==> src/rtl/mhi_pkg.sv <==
package mhi_pkg;

  typedef enum logic [2:0] {
    MC_NONE    = 3'd0,
    MC_MUL_GPR = 3'd1,
    MC_MUL_ACC = 3'd2,
    MC_MAC     = 3'd3,
    MC_ACC_RD  = 3'd4
  } mclass_e;

  function automatic int mhi_max(input int a, input int b);
    return (a > b) ? a : b;
  endfunction

  // True for any class that occupies the multiplier.
  function automatic logic uses_mult(input mclass_e c);
    return (c == MC_MUL_GPR) || (c == MC_MUL_ACC) || (c == MC_MAC);
  endfunction

  // True for a class that writes the accumulator pair.
  function automatic logic writes_acc(input mclass_e c);
    return (c == MC_MUL_ACC) || (c == MC_MAC);
  endfunction

  // Lock cycles that an issuing multiplier instruction imposes.
  function automatic int lock_len(input mclass_e c, input int plain_lock, input int mac_lock);
    return (c == MC_MAC) ? mac_lock : plain_lock;
  endfunction

  // An accumulator reader waits one cycle less than the result time.
  function automatic logic acc_still_busy(input int remaining);
    return remaining > 1;
  endfunction

endpackage

==> src/rtl/mhi_countdown.sv <==
module mhi_countdown #(
  parameter int W = 3
) (
  input  logic         clk,
  input  logic         rst,
  input  logic         load,
  input  logic [W-1:0] load_val,
  output logic [W-1:0] cnt
);

  always_ff @(posedge clk) begin
    if (rst) begin
      cnt <= '0;
    end else if (load) begin
      cnt <= load_val;
    end else if (cnt != '0) begin
      cnt <= cnt - 1'b1;
    end
  end

endmodule

==> src/rtl/mhi_dest_record.sv <==
module mhi_dest_record #(
  parameter int REG_W = 4,
  parameter int CNT_W = 3
) (
  input  logic             clk,
  input  logic             rst,
  input  logic             load,
  input  logic [REG_W-1:0] load_reg,
  input  logic [CNT_W-1:0] load_cnt,
  output logic [REG_W-1:0] rec_reg,
  output logic [CNT_W-1:0] rec_cnt,
  output logic             rec_live
);

  mhi_countdown #(.W(CNT_W)) u_cnt (
    .clk      (clk),
    .rst      (rst),
    .load     (load),
    .load_val (load_cnt),
    .cnt      (rec_cnt)
  );

  // The register number is dropped as soon as the count expires.
  always_ff @(posedge clk) begin
    if (rst) begin
      rec_reg <= '0;
    end else if (load) begin
      rec_reg <= load_reg;
    end else if (rec_cnt <= CNT_W'(1)) begin
      rec_reg <= '0;
    end
  end

  assign rec_live = (rec_cnt != '0);

endmodule

==> src/rtl/mhi_hazard_eval.sv <==
module mhi_hazard_eval
  import mhi_pkg::*;
#(
  parameter int REG_W = 4,
  parameter int CNT_W = 3
) (
  input  logic             valid,
  input  mclass_e          cls,
  input  logic [REG_W-1:0] src_a,
  input  logic             src_a_en,
  input  logic [REG_W-1:0] src_b,
  input  logic             src_b_en,
  input  logic             gpr_live,
  input  logic [REG_W-1:0] gpr_reg,
  input  logic [CNT_W-1:0] acc_cnt,
  input  logic [CNT_W-1:0] lock_cnt,
  input  logic [CNT_W-1:0] gap_cnt,
  output logic             haz_gpr,
  output logic             haz_acc,
  output logic             haz_lock,
  output logic             haz_mac,
  output logic             stall
);

  localparam int NSRC = 2;

  logic [NSRC-1:0][REG_W-1:0] srcs;
  logic [NSRC-1:0]            src_en;
  logic [NSRC-1:0]            src_hit;

  assign srcs   = {src_b, src_a};
  assign src_en = {src_b_en, src_a_en};

  for (genvar i = 0; i < NSRC; i++) begin : g_src
    assign src_hit[i] = src_en[i] && gpr_live && (srcs[i] == gpr_reg);
  end

  always_comb begin
    haz_gpr  = valid && (|src_hit);
    haz_acc  = valid && (cls == MC_ACC_RD) && acc_still_busy(int'(acc_cnt));
    haz_lock = valid && uses_mult(cls) && (cls != MC_MAC) && (lock_cnt != '0);
    haz_mac  = valid && (cls == MC_MAC) && (lock_cnt != '0) && (gap_cnt != '0);
    stall    = haz_gpr || haz_acc || haz_lock || haz_mac;
  end

endmodule

==> src/rtl/mult_hazard_ctl.sv <==
module mult_hazard_ctl
  import mhi_pkg::*;
#(
  parameter int REG_W    = 4,
  parameter int LAT      = 3,
  parameter int LOCK_MUL = 2,
  parameter int MAC_MA   = 2,
  parameter int MAC_MM   = 2,
  parameter int MAC_GAP  = 2
) (
  input  logic             clk,
  input  logic             rst,
  input  logic             dec_valid,
  input  logic [2:0]       dec_class,
  input  logic [REG_W-1:0] src_a,
  input  logic             src_a_en,
  input  logic [REG_W-1:0] src_b,
  input  logic             src_b_en,
  input  logic [REG_W-1:0] dst_reg,
  output logic             stall
);

  localparam int MAC_LOCK = MAC_MA + MAC_MM;
  localparam int MAX_WAIT = mhi_max(mhi_max(LAT, LOCK_MUL), mhi_max(MAC_LOCK, MAC_GAP));
  localparam int CNT_W    = $clog2(MAX_WAIT + 1);

  mclass_e          cls;
  logic             issue;
  logic             ld_gpr, ld_acc, ld_lock;
  logic [CNT_W-1:0] lock_val;
  logic [REG_W-1:0] gpr_reg;
  logic [CNT_W-1:0] gpr_cnt, acc_cnt, lock_cnt, gap_cnt;
  logic             gpr_live;
  logic             haz_gpr, haz_acc, haz_lock, haz_mac;

  assign cls      = mclass_e'(dec_class);
  assign issue    = dec_valid && !stall;
  assign ld_gpr   = issue && (cls == MC_MUL_GPR);
  assign ld_acc   = issue && writes_acc(cls);
  assign ld_lock  = issue && uses_mult(cls);
  assign lock_val = CNT_W'(lock_len(cls, LOCK_MUL, MAC_LOCK));

  mhi_dest_record #(.REG_W(REG_W), .CNT_W(CNT_W)) u_gpr_rec (
    .clk      (clk),
    .rst      (rst),
    .load     (ld_gpr),
    .load_reg (dst_reg),
    .load_cnt (CNT_W'(LAT)),
    .rec_reg  (gpr_reg),
    .rec_cnt  (gpr_cnt),
    .rec_live (gpr_live)
  );

  mhi_countdown #(.W(CNT_W)) u_acc_cnt (
    .clk      (clk),
    .rst      (rst),
    .load     (ld_acc),
    .load_val (CNT_W'(LAT)),
    .cnt      (acc_cnt)
  );

  mhi_countdown #(.W(CNT_W)) u_lock_cnt (
    .clk      (clk),
    .rst      (rst),
    .load     (ld_lock),
    .load_val (lock_val),
    .cnt      (lock_cnt)
  );

  mhi_countdown #(.W(CNT_W)) u_gap_cnt (
    .clk      (clk),
    .rst      (rst),
    .load     (ld_lock),
    .load_val (CNT_W'(MAC_GAP)),
    .cnt      (gap_cnt)
  );

  mhi_hazard_eval #(.REG_W(REG_W), .CNT_W(CNT_W)) u_eval (
    .valid    (dec_valid),
    .cls      (cls),
    .src_a    (src_a),
    .src_a_en (src_a_en),
    .src_b    (src_b),
    .src_b_en (src_b_en),
    .gpr_live (gpr_live),
    .gpr_reg  (gpr_reg),
    .acc_cnt  (acc_cnt),
    .lock_cnt (lock_cnt),
    .gap_cnt  (gap_cnt),
    .haz_gpr  (haz_gpr),
    .haz_acc  (haz_acc),
    .haz_lock (haz_lock),
    .haz_mac  (haz_mac),
    .stall    (stall)
  );

endmodule

==> config.mk <==
export PLATFORM = sky130hd
export DESIGN_NAME = mult_hazard_ctl
export DESIGN_NICKNAME = d
export VERILOG_FILES = /design/src/rtl/mhi_pkg.sv /design/src/rtl/mhi_countdown.sv /design/src/rtl/mhi_dest_record.sv /design/src/rtl/mhi_hazard_eval.sv /design/src/rtl/mult_hazard_ctl.sv
export SDC_FILE = /design/constraint.sdc
export NUM_CORES = 1
export LEC_CHECK = 0
export BUFFER_PORTS_ARGS = -buffer_cell sky130_fd_sc_hd__clkbuf_2
export CAP_MARGIN = 5
export CORE_AREA = 4 4 55 57
export CTS_BUF_LIST = sky130_fd_sc_hd__clkbuf_8 sky130_fd_sc_hd__clkbuf_16
export CTS_CLUSTER_SIZE = 10
export DETAILED_ROUTE_END_ITERATION = 16
export DIE_AREA = 0 0 59 61
export HOLD_SLACK_MARGIN = 0.1
export PLACE_DENSITY = 0.74
export RECOVER_POWER = 100
export SLEW_MARGIN = 40
export SYNTH_ARGS = -nofsm -noshare
export SYNTH_HDL_FRONTEND = slang
export SYNTH_HIERARCHICAL = 1
export SYNTH_SLANG_ARGS = --single-unit
==> constraint.sdc <==
create_clock -name clk -period 3.4 [get_ports clk]
set_clock_uncertainty 0.1 [all_clocks]
set_input_delay 0 -clock clk [delete_from_list [all_inputs] [get_ports clk]]
set_output_delay 0 -clock clk [all_outputs]
set_load 0.1 [all_outputs]
==> results.md, run 1 <==
Power:
- The overall power of the completed layout is 0.894 mW.
- In this run the static leakage power is 0.587 nW.
- In this run the power density over the cells is 625 nW/µm².
- The maximum resistive drop on vdd is 0.000391 V.
- Of the total power, combinational logic draws 49.2%.
- Net switching is 37.7% of the power.
- In this run, the clock network consumes 15.9% of the power.
- Internal power comes to 0.557 mW.
- The switching component of the power is 0.337 mW.
- Sequential cells account for 34.9% of the total power.

Routing:
- The DRC marker count from the first detailed-route iteration is 6.
- The highest signal layer in the routed design is met4.
- The residual DRC count is 0.
- The routed metal-1 wirelength is 1.04 mm.
- The routed design uses 153 µm of met3 wire.
- After detailed routing, the average wire length per cell comes to 12.4 µm.
- The routed design uses 1.26 mm of met2 wire.
- The final wirelength is 2.50 mm.
- The total vias in the final route is 1059.
- The via-per-instance ratio is 5.27.
- Once detail routing completed, the nets flagged for antenna violations numbered 0.
- The first detailed-routing pass took 4 iterations.

Run:
- The number of max-capacitance violations reported is 0.

Min path:
- The path with the worst hold slack has its endpoint at u_gpr_rec/rec_reg[0].
- The startpoint identified for the worst hold timing path is rst.
- The kind of path behind the tightest hold check is input pin to flop.
- The cell depth of the worst hold path is 2.

Clock tree:
- The CTS tree is built.
- The source-to-sink clock delay at the later pin of the worst-skew pair is 0.25 ns.
- For this design, the sink count on the clock tree is 16.
- Counting along the longest clock path gives a buffer depth of 2.
- The post-CTS clock slew at the launch and capture registers of the worst setup and hold paths is 0.06 ns.
- CTS built an H-tree with a depth of 1.
- Gates resized during post-CTS repair numbered 0.
- The number of buffers added by the clock tree synthesis step is 3.
- The tree is rooted in a sky130_fd_sc_hd__clkbuf_8.

Setup path:
- The standard cell with the maximum stage delay on the critical path is sky130_fd_sc_hd__clkbuf_1.
- The dominant cell type by count on the critical path is sky130_fd_sc_hd__nor3_1.
- The number of cells on the worst reg-to-reg path is 9.
- The setup path with the least slack is of type flop to flop.
- The endpoint arrival time on the critical path is 2.72 ns.
- The maximum fanout along the worst path is 16.
- The reg-to-reg startpoint is u_lock_cnt/cnt[1].
- Data on the critical path is required at its endpoint by 3.43 ns.
- Traced cell by cell, the critical path runs through nor3_1 -> nor3_1 -> nor3_1 -> nand3_2 -> nand2b_1 -> nor3_1 -> clkbuf_1 -> nor2b_1 -> a2111oi_0.
- The element type at the critical path start is a flop.
- STA classifies the critical path endpoint as a flop.
- The largest single stage delay on the critical path is 0.49 ns.
- In this run the critical register-to-register path is captured at u_lock_cnt/cnt[0].
- Setup slack on the worst reg-to-reg path comes out at 0.70 ns.

Timing:
- The final hold violation count is 0.
- For this run, the top clock speed supported by timing is 0.370 GHz.
- The smallest hold slack is 0.0676 ns.
- Setup repair after global routing left no endpoint under its margin.
- The shortest clock period the worst path allows after layout is 2.70 ns.
- Headroom to the max-slew limit came out at 21.3%.
- The final critical path takes up 79.4% of the cycle.
- At the pin with the least slew margin, the transition time is 1.19 ns.
- The number of max-slew violations in the final report was 0.
- Setup total negative slack on the finished layout was measured at 0 ns.
- The count of endpoints failing setup in the final report is 0.

GRT:
- The number of antenna violations at the first check in global routing is 0.
- Across every metal layer, demand over resource in global routing totals 15.5%.
- The first global-routing pass estimated 4.25 mm of wire.
- The pin count of the biggest net entering global routing is 17.
- The total overflow left after global routing is 0.
- The via count of the first global-routing pass is 1107.

Placement:
- In this run the cell area measured after placement is 1390 µm².
- The wire-length estimate of the detail-placed layout is 1.88 mm.
- The routability-driven placement congestion ratio is 0.731.
- The number of buffers added on ports is 20.

Final layout:
- Cells with a size suffix above 1 make up 16.4% of the layout.
- For this run, the post-layout net count is 201.
- The final non-filler cell area is 1430 µm².
- Relative to the synthesized area, the layout overhead comes to 18.8%.
- The top cell types in the final layout, fill and taps aside, are 20 x sky130_fd_sc_hd__nor2b_1, 19 x sky130_fd_sc_hd__clkbuf_2, 16 x sky130_fd_sc_hd__dfxtp_1.
- 0 antenna diodes ended up in the layout.
- The library cell used most frequently in the layout, excluding fill and tap cells, is sky130_fd_sc_hd__nor2b_1.
- The number of flip-flops in the largest register is 4.

Logic synthesis:
- The total standard cell area after synthesis is 1200 µm².
- The number of warnings reported in the yosys synthesis log is 6.
- The average cell area after synthesis is 8.98 µm².
- The number of standard cells after synthesis is 134.

Floorplanning:
- The floorplan die area is 3600 µm².
- Pin placement for this block handled 21 I/O pins.
- The die is 59 µm wide.
- The die extent in y is 61 µm.
- The core footprint is 2480 µm².
- The site row count is 18.
- Once the floorplan was initialized, standard cells occupied 48.6% of the core.

Status:
- The flow ran to the end, and the final reports show no timing, DRC or antenna violations.
-- what timing repair did --
action | CTS | global route
endpoints found under the hold margin | 4 | 0
setup buffers | 0 | 0
hold buffers | 4 | 0
-- per-layer routing --
layer  vias to the layer above  global-route usage, %
met1                       476                   15.9
li1                        550                      -
met3                         4                   2.98
met4                         0                   6.80
met2                        29                   30.4
met5                         -                      0
-- metrics by stage --
step	setup WS [ns]	instances	utilization, %
2_1_floorplan	0.278	142	-
3_3_place_gp	1.01	194	56.2
3_5_place_dp	0.845	194	56.2
4_1_cts	0.780	201	59.4
5_1_grt	0.291	201	57.7
6_report	0.701	201	57.7
-- how the worst max path moves through the flow --
stage	from	endpoint	slack (ns)	depth (start not counted)
global route	u_lock_cnt/cnt[1]	u_gap_cnt/cnt[1]	0.29	9
finish	u_lock_cnt/cnt[1]	u_lock_cnt/cnt[0]	0.70	9
floorplan	u_gpr_rec/u_cnt/cnt[0]	u_gap_cnt/cnt[0]	0.28	8
CTS	u_lock_cnt/cnt[1]	u_acc_cnt/cnt[0]	0.78	8
global placement	u_lock_cnt/cnt[0]	u_acc_cnt/cnt[0]	1.01	8
detailed placement	u_lock_cnt/cnt[1]	u_acc_cnt/cnt[0]	0.85	8
-- power groups by stage --
stage	clock network, mW	logic, mW	registers [mW]
finish	0.142	0.440	0.312
floorplan	0	0.381	0.299
detailed placement	0	0.467	0.315
global route	0.152	0.505	0.324
CTS	0.147	0.474	0.312
global placement	0	0.440	0.312
-- final cells by class --
class / instances / area, µm²
Inverter: 13 / 48.8
Sequential cell: 16 / 320
Timing Repair Buffer: 26 / 146
Multi-Input combinational cell: 113 / 836
Fill cell: 238 / 1050
Tap cell: 30 / 37.5
Clock buffer: 3 / 41.3
-- worst max-delay path: cells and delay by family, from the launching register on --
family                 cells  cell delay (ns)
AND/OR/NAND/NOR            7             1.27
buffers and inverters      1             0.49
AO/OA/AOI/OAI              1             0.40
flip-flops                 1             0.32
(Power assumes the default switching activity.)
==> run 2, diff against run 1 <==
--- a/config.mk
+++ b/config.mk
@@ -13,7 +13,7 @@
 export DETAILED_ROUTE_END_ITERATION = 16
 export DIE_AREA = 0 0 59 61
 export HOLD_SLACK_MARGIN = 0.1
-export PLACE_DENSITY = 0.74
+export PLACE_DENSITY = 0.77
 export RECOVER_POWER = 100
 export SLEW_MARGIN = 40
 export SYNTH_ARGS = -nofsm -noshare
==> constraint.sdc (replaced) <==
create_clock -name clk -period 2.3 [get_ports clk]
set_clock_uncertainty 0.1 [all_clocks]
set_input_delay 0 -clock clk [delete_from_list [all_inputs] [get_ports clk]]
set_output_delay 0 -clock clk [all_outputs]
set_load 0.1 [all_outputs]
==> run 2 against run 1 <==
Effect of this change: routed wire length up 6.9%; core utilization grew 8.9 points; global-route usage grew 1.3 points; critical path type unchanged; sequential power is 43% higher.
==> results.md, run 2 (same netlist as run 1, synthesis figures left out) <==
Final layout:
- The number of nets at the end of the flow is 210 (+4.5%).
- The number of flip-flops in the largest register is 4 (unchanged).
- The fraction of layout instances using a drive strength above 1 came to 31.7% (+15 points).
- The library cell used most frequently in the layout, excluding fill and tap cells, is sky130_fd_sc_hd__clkbuf_2.
- The antenna cell count is 0 (unchanged).
- The library cells used most frequently in the layout, excluding fill and tap cells, are 20 x sky130_fd_sc_hd__clkbuf_2, 19 x sky130_fd_sc_hd__nor2b_1, 16 x sky130_fd_sc_hd__dfxtp_1.
- Compared with the post-synthesis result, the final layout area differs by 37.2%.
- The utilization after layout is 66.7% (+8.9 points).

Run:
- The number of max-capacitance violations reported came to 0 (unchanged).

GRT:
- The global-route usage over all layers is 16.8% (+1.3 points).
- The total grt overflow came to 0 (unchanged).
- The via count of the first global-routing pass came to 1167 (+5.4%).
- The wire length of the first global-routing pass is 4.71 mm (+11%).
- The pin count of the biggest net entering global routing came to 17 (unchanged).
- The number of antenna violations at the first check in global routing came to 0 (unchanged).

Power:
- The cell leakage power is 0.679 nW (+16%).
- The switching component of the power is 0.602 mW (+78%).
- The combinational cell fraction of total power came to 57.7% (+8.5 points).
- The maximum resistive drop on vdd came to 0.000768 V (+96%).
- The power per unit of standard cell area is 935 nW/µm² (+50%).
- The cell-internal power is 0.943 mW (+69%).
- The portion of total power attributed to the clock network is 13.4% (-2.5 points).
- The overall power of the completed layout is 1.54 mW (+73%).
- The part of the power in registers was 28.9% (-6.0 points).
- The share of total power consumed by net switching was 39.0% (+1.2 points).

Clock tree:
- The deepest level of the CTS H-tree is 1 (unchanged).
- The post-CTS setup-driven buffer insertion count is 0 (unchanged).
- The largest buffer count on any clock path came to 2 (unchanged).
- The clock root buffer is sky130_fd_sc_hd__clkbuf_8.
- The post-CTS clock slew at the launch and capture registers of the worst setup and hold paths is 0.06 ns (about the same).
- The number of buffers added by the clock tree synthesis step came to 3 (unchanged).
- TritonCTS built the clock tree.
- The source-to-sink clock delay at the later pin of the worst-skew pair was 0.25 ns (about the same).
- The total number of clock tree sinks is 16 (unchanged).

Timing:
- The final worst slack is 0.0958 ns (-0.605 ns).
- The final hold violation count came to 0 (unchanged).
- The fmax came to 0.454 GHz (+22%).
- The relative slew slack is 63.3% (+42 points).
- The share of the clock period used by the worst path after layout is 95.8% (+16 points).
- Setup repair after global routing could not meet its margin everywhere.
- The shortest clock period the worst path allows after layout was 2.20 ns (-0.495 ns).
- The count of endpoints failing setup in the final report is 0 (unchanged).
- The number of max-slew violations in the final report came to 0 (unchanged).
- The transition time of the tightest slew-check pin is 0.553 ns (-0.632 ns).

Routing:
- The final wirelength was 2.67 mm (+6.9%).
- The antenna violation net count after detailed routing is 0 (unchanged).
- The residual DRC count is 0 (unchanged).
- The total vias in the final route came to 1122 (+5.9%).
- The first-pass iteration count of the detailed router is 4 (unchanged).
- The DRC marker count from the first detailed-route iteration is 18 (+12).
- The via-per-instance ratio came to 5.34 (+1.4%).
- The wire length per cell is 12.7 µm (+2.3%).

Setup path:
- The kind of cell with the highest combined delay on the critical path is simple AND/OR/NAND/NOR gates.
- The signal on the critical path passes through xnor2_1 -> nand4_1 -> or4_4 -> nand3_4 -> nand2b_4 -> nor3_4 -> buf_12 -> nor4b_1 -> a2111oi_2.
- The endpoint arrival time on the critical path is 2.22 ns (-0.50 ns).
- The largest stage delay on the critical path is 0.44 ns (-0.05 ns).
- The worst path required time is 2.31 ns (-1.12 ns).
- The type of the worst setup path is flop to flop.
- The number of buffers and inverters on the critical path was 1 (unchanged).
- The number of cells on the worst reg-to-reg path is 9 (unchanged).
- The worst setup path is launched from a flop.
- STA classifies the critical path endpoint as a flop.
- The worst setup slack for register-to-register paths came to 0.1 ns (-0.61 ns).
- The worst flop-to-flop path endpoint is u_lock_cnt/cnt[0].
- The reg-to-reg startpoint is u_gpr_rec/rec_reg[0].
- The maximum fanout along the worst path is 16 (unchanged).
- The slowest stage of the critical path is the sky130_fd_sc_hd__or4_4 cell.

Status:
- The flow ran to the end, and the final reports show no timing, DRC or antenna violations.

Floorplanning:
- The core footprint is 2480 µm² (unchanged).
- The starting density of the core is 48.6% (unchanged).
- The die width is 59 µm (unchanged).
- The number of top-level pins is 21 (unchanged).
- The floorplan die area is 3600 µm² (unchanged).
- The site row count is 18 (unchanged).
- The die extent in y is 61 µm (unchanged).

Min path:
- The kind of path behind the tightest hold check is input pin to flop.
- The cell depth of the worst hold path came to 5 (+3).
- The start point of the worst hold path is dec_class[1].
- The end of the worst hold path is u_gpr_rec/u_cnt/cnt[2].

Placement:
- The number of buffers added on ports is 20 (unchanged).
- The detailed placer's ending HPWL is 1.98 mm (+5.4%).
- The routability-driven placement congestion ratio was 0.774 (+5.9%).
- The worst setup timing slack at the placement stage is 0.0181 ns (-0.827 ns).
-- run 2: power by group through the flow --
stage	clock network [mW]	logic, mW	registers [mW]
2_1_floorplan	0	0.573	0.442
3_3_place_gp	0	0.740	0.442
3_5_place_dp	0	0.784	0.444
4_1_cts	0.211	0.793	0.440
5_1_grt	0.225	0.985	0.462
6_report	0.206	0.892	0.446
-- run 2: cell type report --
class,count,area [µm²]
clock buffer,3,41.3
fill,202,826
inverter,13,48.8
multi-input combinational,113,965
sequential,16,320
tap,30,37.5
timing repair buffer,35,239
-- run 2: tightest hold or removal path, stage by stage --
cell and delay (ns):
sky130_fd_sc_hd__clkbuf_2 0.20, sky130_fd_sc_hd__nor4b_4 0.08, sky130_fd_sc_hd__buf_2 0.13, sky130_fd_sc_hd__inv_1 0.06, sky130_fd_sc_hd__a311oi_2 0.07
-- run 2: through the flow --
| stage | hold slack (ns) | std cells | cell area, µm² | setup TNS, ns |
|---|---|---|---|---|
| finish | 0.233 | 210 | 1650 | 0 |
| global route | 0.284 | 210 | 1650 | -0.0311 |
| CTS | 0.232 | 209 | 1590 | 0 |
| detailed placement | 0.141 | 201 | 1500 | 0 |
| global placement | 0.136 | 201 | 1500 | 0 |
| floorplan | -0.0321 | 142 | 1280 | -2.16 |
-- run 2: worst max-delay path by stage --
stage	startpoint	to	slack [ns]	depth (start not counted)
2_1_floorplan	u_gpr_rec/u_cnt/cnt[0]	u_gpr_rec/u_cnt/cnt[0]	-0.31	8
3_3_place_gp	u_gpr_rec/u_cnt/cnt[0]	u_gpr_rec/u_cnt/cnt[0]	0.11	9
3_5_place_dp	u_gpr_rec/u_cnt/cnt[0]	u_gpr_rec/u_cnt/cnt[0]	0.02	9
4_1_cts	u_gpr_rec/u_cnt/cnt[0]	u_gpr_rec/u_cnt/cnt[0]	0.03	9
5_1_grt	u_gpr_rec/rec_reg[0]	u_lock_cnt/cnt[0]	-0.03	9
6_report	u_gpr_rec/rec_reg[0]	u_lock_cnt/cnt[0]	0.1	9
-- run 2: repair_timing --
item / 4_1_cts / 5_1_grt
cloned: 0 / 1
hold buffers: 5 / 0
endpoints found under the hold margin: 5 / 0
endpoints found under the setup margin: 1 / 10
pin swaps: 1 / 5
gates resized for setup: 0 / 11
-- run 2: layer usage --
metal	GRT usage [%]	share of wire (%)
met5	0	0
met4	5.18	1.5
met1	19.0	40
met3	4.68	7.1
met2	30.6	52
